File: src/rtl/i2c_tgt_pkg.sv
package i2c_tgt_pkg;

    typedef enum logic [2:0] {
        ST_IDLE     = 3'd0,
        ST_ADDR     = 3'd1,
        ST_ADDR_ACK = 3'd2,
        ST_RX       = 3'd3,
        ST_RX_ACK   = 3'd4,
        ST_TX       = 3'd5,
        ST_TX_ACK   = 3'd6,
        ST_WAIT     = 3'd7
    } tgt_state_e;

    localparam logic [1:0] MODE_IDLE = 2'b00;
    localparam logic [1:0] MODE_ADDR = 2'b01;
    localparam logic [1:0] MODE_DATA = 2'b10;

    typedef struct packed {
        tgt_state_e  st;
        logic [3:0]  bits;
        logic [7:0]  sh;
        logic        rw;
        logic        mnack;
        logic        sda_low;
        logic        scl_low;
        logic [7:0]  hold;
        logic        hold_full;
        logic        req;
        logic [7:0]  rxbuf;
        logic        newd;
    } eng_regs_t;

    function automatic logic [1:0] mode_of(tgt_state_e s);
        case (s)
            ST_IDLE:              return MODE_IDLE;
            ST_ADDR, ST_ADDR_ACK: return MODE_ADDR;
            default:              return MODE_DATA;
        endcase
    endfunction

endpackage

File: src/rtl/i2c_line_filter.sv
module i2c_line_filter #(
    parameter int SYNC_STAGES = 2,
    parameter int FILT_LEN    = 4
) (
    input  logic clk,
    input  logic rst_n,
    input  logic line_i,
    output logic line_o
);
    localparam int CW = $clog2(FILT_LEN + 1);

    typedef struct packed {
        logic [SYNC_STAGES-1:0] sync;
        logic [CW-1:0]          cnt;
        logic                   out;
    } flt_t;

    flt_t r_d, r_q;
    logic sample;

    assign sample = r_q.sync[SYNC_STAGES-1];

    always_comb begin
        r_d      = r_q;
        r_d.sync = {r_q.sync[SYNC_STAGES-2:0], line_i};
        if (sample == r_q.out) begin
            r_d.cnt = '0;
        end else if (r_q.cnt == CW'(FILT_LEN - 1)) begin
            r_d.out = sample;
            r_d.cnt = '0;
        end else begin
            r_d.cnt = r_q.cnt + CW'(1);
        end
    end

    always_ff @(posedge clk or negedge rst_n) begin
        if (!rst_n) begin
            r_q.sync <= '1;
            r_q.cnt  <= '0;
            r_q.out  <= 1'b1;
        end else begin
            r_q <= r_d;
        end
    end

    assign line_o = r_q.out;

    // the filtered level only moves toward the synchronised sample
    p_filter_follows_r11: assert property (@(posedge clk) disable iff (!rst_n)
        (line_o != $past(line_o)) |-> ($past(sample) == line_o));

endmodule

File: src/rtl/i2c_bus_events.sv
module i2c_bus_events (
    input  logic clk,
    input  logic rst_n,
    input  logic scl_f,
    input  logic sda_f,
    output logic scl_rise,
    output logic scl_fall,
    output logic ev_start,
    output logic ev_stop
);
    typedef struct packed {
        logic scl_p;
        logic sda_p;
    } evt_t;

    evt_t r_d, r_q;

    always_comb begin
        r_d.scl_p = scl_f;
        r_d.sda_p = sda_f;
    end

    always_ff @(posedge clk or negedge rst_n) begin
        if (!rst_n) r_q <= '1;
        else        r_q <= r_d;
    end

    assign scl_rise = scl_f & ~r_q.scl_p;
    assign scl_fall = ~scl_f & r_q.scl_p;
    assign ev_start = scl_f & r_q.scl_p & r_q.sda_p & ~sda_f;
    assign ev_stop  = scl_f & r_q.scl_p & ~r_q.sda_p & sda_f;

    p_start_stop_excl_r10: assert property (@(posedge clk) disable iff (!rst_n)
        !(ev_start && ev_stop));

endmodule

File: src/rtl/i2c_target_engine.sv
module i2c_target_engine
    import i2c_tgt_pkg::*;
#(
    parameter logic [6:0] OWN_ADDR = 7'h42
) (
    input  logic       clk,
    input  logic       rst_n,
    input  logic       scl_rise,
    input  logic       scl_fall,
    input  logic       sda_lvl,
    input  logic       ev_start,
    input  logic       ev_stop,
    input  logic [7:0] tx_byte,
    input  logic       tx_load,
    input  logic       rx_take,
    output logic [7:0] rx_byte,
    output logic       scl_low_o,
    output logic       sda_low_o,
    output logic [7:0] status_o
);
    eng_regs_t r_d, r_q;
    logic      begin_tx;

    always_comb begin
        r_d      = r_q;
        begin_tx = 1'b0;

        if (rx_take) r_d.newd = 1'b0;

        if (tx_load && !r_q.hold_full && r_q.st != ST_WAIT) begin
            r_d.hold      = tx_byte;
            r_d.hold_full = 1'b1;
        end

        if (ev_start || ev_stop) begin
            r_d.st      = ev_start ? ST_ADDR : ST_IDLE;
            r_d.bits    = 4'd0;
            r_d.sda_low = 1'b0;
            r_d.scl_low = 1'b0;
            r_d.req     = 1'b0;
        end else begin
            case (r_q.st)
                ST_ADDR: begin
                    if (scl_rise) begin
                        r_d.sh   = {r_q.sh[6:0], sda_lvl};
                        r_d.bits = r_q.bits + 4'd1;
                    end else if (scl_fall && r_q.bits == 4'd8) begin
                        r_d.bits = 4'd0;
                        if (r_q.sh[7:1] == OWN_ADDR) begin
                            r_d.st      = ST_ADDR_ACK;
                            r_d.rw      = r_q.sh[0];
                            r_d.sda_low = 1'b1;
                        end else begin
                            r_d.st = ST_IDLE;
                        end
                    end
                end
                ST_ADDR_ACK: begin
                    if (scl_fall) begin
                        r_d.sda_low = 1'b0;
                        if (r_q.rw) begin
                            begin_tx = 1'b1;
                        end else begin
                            r_d.st   = ST_RX;
                            r_d.bits = 4'd0;
                        end
                    end
                end
                ST_RX: begin
                    if (scl_rise) begin
                        r_d.sh   = {r_q.sh[6:0], sda_lvl};
                        r_d.bits = r_q.bits + 4'd1;
                    end else if (scl_fall && r_q.bits == 4'd8) begin
                        r_d.bits = 4'd0;
                        r_d.st   = ST_RX_ACK;
                        if (!r_q.newd) begin
                            r_d.rxbuf   = r_q.sh;
                            r_d.newd    = 1'b1;
                            r_d.sda_low = 1'b1;
                        end
                    end
                end
                ST_RX_ACK: begin
                    if (scl_fall) begin
                        r_d.sda_low = 1'b0;
                        r_d.st      = ST_RX;
                    end
                end
                ST_TX: begin
                    if (scl_fall) begin
                        if (r_q.bits == 4'd7) begin
                            r_d.sda_low = 1'b0;
                            r_d.st      = ST_TX_ACK;
                        end else begin
                            r_d.bits    = r_q.bits + 4'd1;
                            r_d.sh      = {r_q.sh[6:0], 1'b0};
                            r_d.sda_low = ~r_q.sh[6];
                        end
                    end
                end
                ST_TX_ACK: begin
                    if (scl_rise) begin
                        r_d.mnack = sda_lvl;
                    end else if (scl_fall) begin
                        if (r_q.mnack) r_d.st = ST_IDLE;
                        else           begin_tx = 1'b1;
                    end
                end
                ST_WAIT: begin
                    if (r_q.hold_full || tx_load) begin
                        r_d.sh        = r_q.hold_full ? r_q.hold : tx_byte;
                        r_d.sda_low   = r_q.hold_full ? ~r_q.hold[7] : ~tx_byte[7];
                        r_d.hold_full = 1'b0;
                        r_d.scl_low   = 1'b0;
                        r_d.req       = 1'b0;
                        r_d.bits      = 4'd0;
                        r_d.st        = ST_TX;
                    end
                end
                default: ;
            endcase
        end

        if (begin_tx) begin
            r_d.bits = 4'd0;
            if (r_q.hold_full) begin
                r_d.sh        = r_q.hold;
                r_d.hold_full = 1'b0;
                r_d.sda_low   = ~r_q.hold[7];
                r_d.st        = ST_TX;
            end else begin
                r_d.st      = ST_WAIT;
                r_d.req     = 1'b1;
                r_d.scl_low = 1'b1;
                r_d.sda_low = 1'b0;
            end
        end
    end

    always_ff @(posedge clk or negedge rst_n) begin
        if (!rst_n) r_q <= '0;
        else        r_q <= r_d;
    end

    assign rx_byte   = r_q.rxbuf;
    assign scl_low_o = r_q.scl_low;
    assign sda_low_o = r_q.sda_low;
    assign status_o  = {4'b0000, r_q.newd, r_q.req, mode_of(r_q.st)};

    // a pending request persists until the user supplies a byte
    p_req_holds_r6: assert property (@(posedge clk) disable iff (!rst_n)
        (r_q.req && !tx_load && !r_q.hold_full && !ev_start && !ev_stop) |=> r_q.req);

    // waiting for transmit data always stretches the clock and flags it
    p_wait_stretches_r6: assert property (@(posedge clk) disable iff (!rst_n)
        (r_q.st == ST_WAIT) |-> (scl_low_o && status_o[2]));

    // new-data flag is sticky until consumed
    p_newd_sticky_r3: assert property (@(posedge clk) disable iff (!rst_n)
        (r_q.newd && !rx_take) |=> r_q.newd);

    // an unread receive buffer is never overwritten
    p_rxbuf_kept_r4: assert property (@(posedge clk) disable iff (!rst_n)
        r_q.newd |=> $stable(r_q.rxbuf));

    // idle never drives either bus line
    p_idle_quiet_r10: assert property (@(posedge clk) disable iff (!rst_n)
        (r_q.st == ST_IDLE) |-> (!sda_low_o && !scl_low_o));

endmodule

File: src/rtl/i2c_stretch_target.sv
module i2c_stretch_target #(
    parameter logic [6:0] OWN_ADDR    = 7'h42,
    parameter int         SYNC_STAGES = 2,
    parameter int         FILT_LEN    = 4
) (
    input  logic       clk,
    input  logic       rst_n,
    input  logic       scl_i,
    input  logic       sda_i,
    output logic       scl_drive_low,
    output logic       sda_drive_low,
    input  logic [7:0] tx_byte,
    input  logic       tx_load,
    output logic [7:0] rx_byte,
    input  logic       rx_take,
    output logic [7:0] status
);
    localparam int N_LINES = 2;
    localparam int IDX_SCL = 0;
    localparam int IDX_SDA = 1;

    logic [N_LINES-1:0] raw_lines;
    logic [N_LINES-1:0] clean_lines;
    logic scl_rise, scl_fall, ev_start, ev_stop;

    assign raw_lines[IDX_SCL] = scl_i;
    assign raw_lines[IDX_SDA] = sda_i;

    for (genvar g = 0; g < N_LINES; g++) begin : g_line
        i2c_line_filter #(
            .SYNC_STAGES (SYNC_STAGES),
            .FILT_LEN    (FILT_LEN)
        ) u_filter (
            .clk    (clk),
            .rst_n  (rst_n),
            .line_i (raw_lines[g]),
            .line_o (clean_lines[g])
        );
    end

    i2c_bus_events u_events (
        .clk      (clk),
        .rst_n    (rst_n),
        .scl_f    (clean_lines[IDX_SCL]),
        .sda_f    (clean_lines[IDX_SDA]),
        .scl_rise (scl_rise),
        .scl_fall (scl_fall),
        .ev_start (ev_start),
        .ev_stop  (ev_stop)
    );

    i2c_target_engine #(
        .OWN_ADDR (OWN_ADDR)
    ) u_engine (
        .clk       (clk),
        .rst_n     (rst_n),
        .scl_rise  (scl_rise),
        .scl_fall  (scl_fall),
        .sda_lvl   (clean_lines[IDX_SDA]),
        .ev_start  (ev_start),
        .ev_stop   (ev_stop),
        .tx_byte   (tx_byte),
        .tx_load   (tx_load),
        .rx_take   (rx_take),
        .rx_byte   (rx_byte),
        .scl_low_o (scl_drive_low),
        .sda_low_o (sda_drive_low),
        .status_o  (status)
    );

endmodule

File: config.mk
export PLATFORM = sky130hd
export DESIGN_NAME = i2c_stretch_target
export DESIGN_NICKNAME = d
export VERILOG_FILES = /design/src/rtl/i2c_tgt_pkg.sv /design/src/rtl/i2c_line_filter.sv /design/src/rtl/i2c_bus_events.sv /design/src/rtl/i2c_target_engine.sv /design/src/rtl/i2c_stretch_target.sv
export SDC_FILE = /design/constraint.sdc
export NUM_CORES = 1
export LEC_CHECK = 0
export ABC_CLOCK_PERIOD_IN_PS = 1950
export BUFFER_PORTS_ARGS = -buffer_cell sky130_fd_sc_hd__buf_4
export CAP_MARGIN = 20
export CORE_UTILIZATION = 50
export CTS_CLUSTER_DIAMETER = 30
export CTS_CLUSTER_SIZE = 16
export DETAILED_ROUTE_END_ITERATION = 6
export PLACE_DENSITY = 0.8
export SLEW_MARGIN = 20
export SYNTH_ARGS = -nofsm -noshare
export SYNTH_HDL_FRONTEND = slang
export SYNTH_SLANG_ARGS = --single-unit
File: constraint.sdc
create_clock -name clk -period 1.95 [get_ports clk]
set_input_delay 0.39 -clock clk [delete_from_list [all_inputs] [get_ports clk]]
set_output_delay 0.39 -clock clk [all_outputs]
set_load 0.02 [all_outputs]
Word-level counts from Yosys, hierarchy flattened
Cells that the tools add are included.
- register bits: 52
- bits of input ports: 14
- logic and storage cells: 174
- add/subtract/negate cells: 3
- equal/unequal tests: 34
- mux-type cells: 77
- bitwise logic cells: 19
- reductions and logical operators: 21
- operators by type and width (cell ; number):
    15-bit two-way mux ; 3
    4-bit by 1-bit inequality test with 1-bit output, second input constant ; 11
    1-bit two-way mux ; 37
    7-bit two-way mux ; 5
    3-bit two-way mux ; 11
    8-bit two-way mux ; 3
    8-bit one-hot mux with 3 select lines ; 1
    3-bit one-hot mux with 7 select lines ; 1
    4-bit one-hot mux with 5 select lines ; 1
    2-bit two-way mux ; 8
    4-bit by 2-bit inequality test with 1-bit output, second input constant ; 4
    14-bit AND reduction ; 1
    7-bit nonzero test ; 2
    3-bit by 2-bit equality test with 1-bit output, second input constant ; 4
    3-bit equality test, second input constant ; 4
    12-bit two-way mux ; 1
    1-bit inverter ; 12
    10-bit two-way mux ; 1
    5-bit by 2-bit inequality test with 1-bit output, second input constant ; 2
    10-bit AND reduction ; 1
    5-bit AND reduction ; 2
    9-bit nonzero test ; 1
    4-bit two-way mux ; 2
    4-bit inequality test, second input constant ; 2
    20 further kinds ; 34

Logic depth before layout (Yosys ltp)
- word-level depth: 9
- depth in mapped cells: 8
- mapped depth without buffers: 7

Modules after synthesis
A second synthesis with hierarchy kept.
- cells, all modules: 290
- area, all modules: 2954.1 sq um
- by module, submodules not included (module ; instances ; cells an instance ; area an instance (sq um) ; seq. area each (sq um)):
    i2c_target_engine ; 1 ; 258 ; 2428.6 ; 950.9
    i2c_line_filter ; 2 ; 13 ; 220.2 ; 153.9
    i2c_bus_events ; 1 ; 6 ; 85.1 ; 52.6

Least setup slack after synthesis
OpenSTA, ideal clock, no wires.
- path kind: register -> register
- start: reg u_events.r_q[1] (netlist bit)
- end: reg u_engine.r_q (netlist bit u_engine.rx_byte[0])
- library setup time: 125 ps
- arrival time: 1956 ps
- slack: -131 ps
- cell stages (with the launch flop): 7
- clock period less this slack: 2081 ps
- cells stage by stage: dfstp_2 nand2b_1 buf_6 or3_1 or4_1 buf_6 mux2_4
- cells in the longest elaborated chain, start to end: 6
- elaborated cells between the ends (all ways): 13
- ends and longest elaborated chain (what ; line ; RTL):
    start, declared ; i2c_bus_events.sv:16 ; evt_t r_d, r_q;
    start signal, assigned ; i2c_bus_events.sv:25 ; else r_q <= r_d;
    1-bit AND ; i2c_bus_events.sv:30, i2c_bus_events.sv:31 ;
    1-bit AND, on equally long branches (2 in series) ; i2c_bus_events.sv:30, i2c_bus_events.sv:31 ;
    1-bit logical OR ; i2c_target_engine.sv:35 ; if (ev_start || ev_stop) begin
    1-bit inverter (no source line) ; n/a ;
    5-bit AND reduction (no source line) (*) ; n/a ;
    end signal, assigned ; i2c_target_engine.sv:142 ; else r_q <= r_d;
    end, declared ; i2c_target_engine.sv:21 ; eng_regs_t r_d, r_q;
Every way passes the cells marked *; elsewhere a longest branch is shown, timed or not.
A chain may end at the register's enable or synchronous reset.

Worst setup path after layout
- start: reg u_events.r_q[1] (netlist bit)
- end: reg u_engine.r_q[33] (netlist bit)
- cells in the longest elaborated chain, start to end: 7
- elaborated cells between the ends (all ways): 29
- ends and longest elaborated chain (what ; line ; RTL):
    1-bit AND (tied with other cells) ; i2c_bus_events.sv:29 ; assign scl_fall = ~scl_f & r_q.scl_p;
    1-bit two-way mux (tied with other cells) ; i2c_target_engine.sv:104 ; end else if (scl_fall) begin
    1-bit two-way mux (tied with other cells) ; i2c_target_engine.sv:102 ; if (scl_rise) begin
    1-bit one-hot mux with 2 select lines / 1-bit logical OR (equally long branches) ; i2c_target_engine.sv:42, i2c_target_engine.sv:35 ;
    1-bit two-way mux ; i2c_target_engine.sv:35 ;
    5-bit by 2-bit inequality test with 1-bit output (no source line) (tied with other cells) ; n/a ;
    8-bit AND reduction (no source line) ; n/a ;
Several ways; a longest one is shown, not always the timed one.

==> impl_metrics.toml <==
[run_status]
status = "complete, but fails checks"
violations = "negative setup slack"

[cts]
hold_buffers = 0
cts_max_path_buffers = 2
clock-sinks = 52
cts_tree = "built"
cts_made_buffers = 5
root_buffer = "clkbuf_8"
path_clk_slew_ps = 100
ctsHtreeMaxLevel = 2
clk_latency_ps = 320

[global_route]
gr-total-overflow = 0
top_usage_layer = "met2"
grt_pass1_vias = 2278
grt_start_max_net_pins = 53
grt_util_met1 = 0.339
grt_pass1_wl_um = 11300
antenna_found_initial = 0
grtUsageMet3 = 0.0349
grt_util_met2 = 0.372
grt.total_usage = 0.241

[synthesis]
ys_warn_count = 0
yosys_register_bits = 52
ys_seq_area_frac = 0.451
synth_edf_count = 0
async_flop_share = 1.00
synth_area_um2 = 2910
syn_inst = 285
synth_cell_types = 55
syn_avg_cell_area_um2 = 10.2
synth_flop_cell = "dfrtp_1"

[die]
start_util = 0.525
die_area_um2 = 6120
die_x_um = 78.3
core-area_um2 = 5540
die_y_um = 78.3
io_pins = 32
rows = 27

[power]
vdd_ir_drop_max_uv = 913
internal-power_uw = 3740
p_sw_uw = 2360
p_comb_frac = 0.530
switching_share = 0.387
pwr-share-seq = 0.304
p_leak_uw = 0.00166
clockPowerShare = 0.166
p_per_area_nw_per_um2 = 1670

[timing]
slew_headroom = 0.576
finalSetupViolCount = 12
min_period_ps = 2030
setup_ws_ps = -80.4
holdWs_ps = 86.4
slew_viol_final = 0
hold_viol_final = 0
fin_skew_ps = 13.3
max_freq_mhz = 493
min_period_over_period = 1.04
rsz0062_at_grt = "yes"
tightest_slew_ps = 637

[final_layout]
final_cells = 404
final_common_cell = "buf_4"
final_layout_size_suffix_gt1_frac = 0.413
diodes = 0
layout_common_cells = "buf_4, dfrtp_1, nand2_1, a21oi_1"
layout.nets = 349
area_delta_synth_final_pct = 25.8

[route]
finalWirelength_um = 7100
ant_nets = 0
drtIter0Drc = 227
post_drt_wl_per_cell_um = 17.6
drcViolationCount = 0
vias = 2424
dr.pass1.iters = 5
vias_per_cell = 6.00

[critical_path]
crit_fanout = 8
crit_path_start_kind = "flop"
crit_path_end_kind = "flop"
slowest_delay_ps = 540
crit_chain = "nand2b_1 > buf_4 > or4b_1 > a311oi_2 > o21ai_1 > a41o_1"
crit_required_ps = 2170
crit_slowest_cell = "dfstp_2"
critPathKind = "flop to flop"
worst-endpoint-arrival_ps = 2250

[placement]
port_buffers = 27
dp_slack_ps = -63.5
placed_cells = 394
dpl.hpwl_um = 4870
gp_congestion = 0.970

[hold_path]
hold_class = "input port to asynchronous set/reset pin"

[job]
cap_violations = 0
==> final timing paths <==
path	endpoint	startpoint	depth (start not counted)	slack (ps)
setup reg to reg	u_engine.r_q[33]	u_events.r_q[1]	6	-80
min in group clk	g_line[0].u_filter.r_d[5]	scl_i	1	160
hold / removal	g_line[0].u_filter.r_q[1]	rst_n	1	90
hold reg to reg	g_line[0].u_filter.r_q[5]	g_line[0].u_filter.r_d[5]	0	360
max in group asynchronous	u_engine.r_q[36]	rst_n	1	1400
setup / recovery	u_engine.r_q[33]	u_events.r_q[1]	6	-80
==> synthesized netlist by cell type (4+ instances only) <==
master	number	area, um^2
nand2_1	20	75.1
buf_4	14	105
a31oi_1	5	31.3
a21oi_1	15	75.1
ha_1	4	50.1
dfstp_2	8	210
a221oi_1	7	61.3
nand2b_1	8	50.1
dfrtp_1	44	1100
o22ai_1	5	31.3
nor3b_1	6	45.0
o21ai_0	8	40.0
inv_1	10	37.5
clkbuf_1	12	45.0
mux2_4	8	120
nor2b_1	7	43.8
nor2_1	14	52.6
mux2_2	13	146
a211oi_1	4	30.0
a22o_1	8	70.1
o31ai_1	4	30.0
nor3_1	6	30.0
==> kinds of logic after synthesis <==
kind of cell,Yosys count,synth area share
xor+xnor,3,0.00904
simple gates,82,0.154
fa+ha+maj,4,0.0172
compound gates,80,0.196
other cells,1,0.00129
flops,52,0.451
mux,22,0.0951
buf+inv,41,0.0766
==> per-stage QoR <==
stage / power, uW / instance area [um^2] / setup TNS [ps] / util
5_1_grt: 6460 / 3660 / -1580 / 0.660
2_1_floorplan: 3770 / 2930 / -1050 / -
4_1_cts: 5830 / 3540 / -715 / 0.639
6_report: 6100 / 3660 / -695 / 0.660
3_3_place_gp: 4670 / 3340 / -126 / 0.603
3_5_place_dp: 4760 / 3340 / -801 / 0.603
==> power groups by stage <==
stage	logic [uW]	registers, uW	clock network (uW)
after floorplan	1980	1790	0
after global placement	2850	1820	0
after detailed placement	2910	1850	0
after CTS	2980	1830	1020
after global routing	3500	1900	1060
final	3230	1850	1010
==> timing repair <==
action                                  CTS  global route
cloned                                    1             0
pin swaps                                 2             5
resized for setup                         9            27
endpoints found under the setup margin   28            24
setup buffers                             0             1
==> cell type report <==
cell class / instances / area [um^2]
well taps: 72 / 90.1
clock inverters: 3 / 90.1
flip-flops and latches: 52 / 1310
clock buffers: 5 / 68.8
repair buffers: 67 / 536
multi-input cells: 195 / 1520
inverters: 10 / 37.5
fillers: 422 / 1880
==> layer usage <==
| metal | vias to the layer above | share of wire |
|---|---|---|
| met4 | 0 | 0.026 |
| met2 | 100 | 0.48 |
| met3 | 21 | 0.060 |
| li1 | 1120 | - |
| met1 | 1183 | 0.44 |
| met5 | - | 0 |
==> sequential cells by signal, indices dropped and copies added, names as in the netlist <==
| name | flops |
|---|---|
| u_engine.r_q | 26 |
| g_line.u_filter.r_q | 8 |
| u_engine.rx_byte | 8 |
| g_line.u_filter.line_o | 2 |
| g_line.u_filter.r_d | 2 |
| u_engine.status_o | 2 |
| u_events.r_q | 2 |
| u_engine.scl_low_o | 1 |
| u_engine.sda_low_o | 1 |
==> worst max-delay path: cells and delay by family (launching register included) <==
kind            cells  cell delay [ps]
compound gates      3              650
buf+inv             1              170
simple gates        2              570
flops               1              540
No activity file was read; power rests on OpenSTA's default activity.
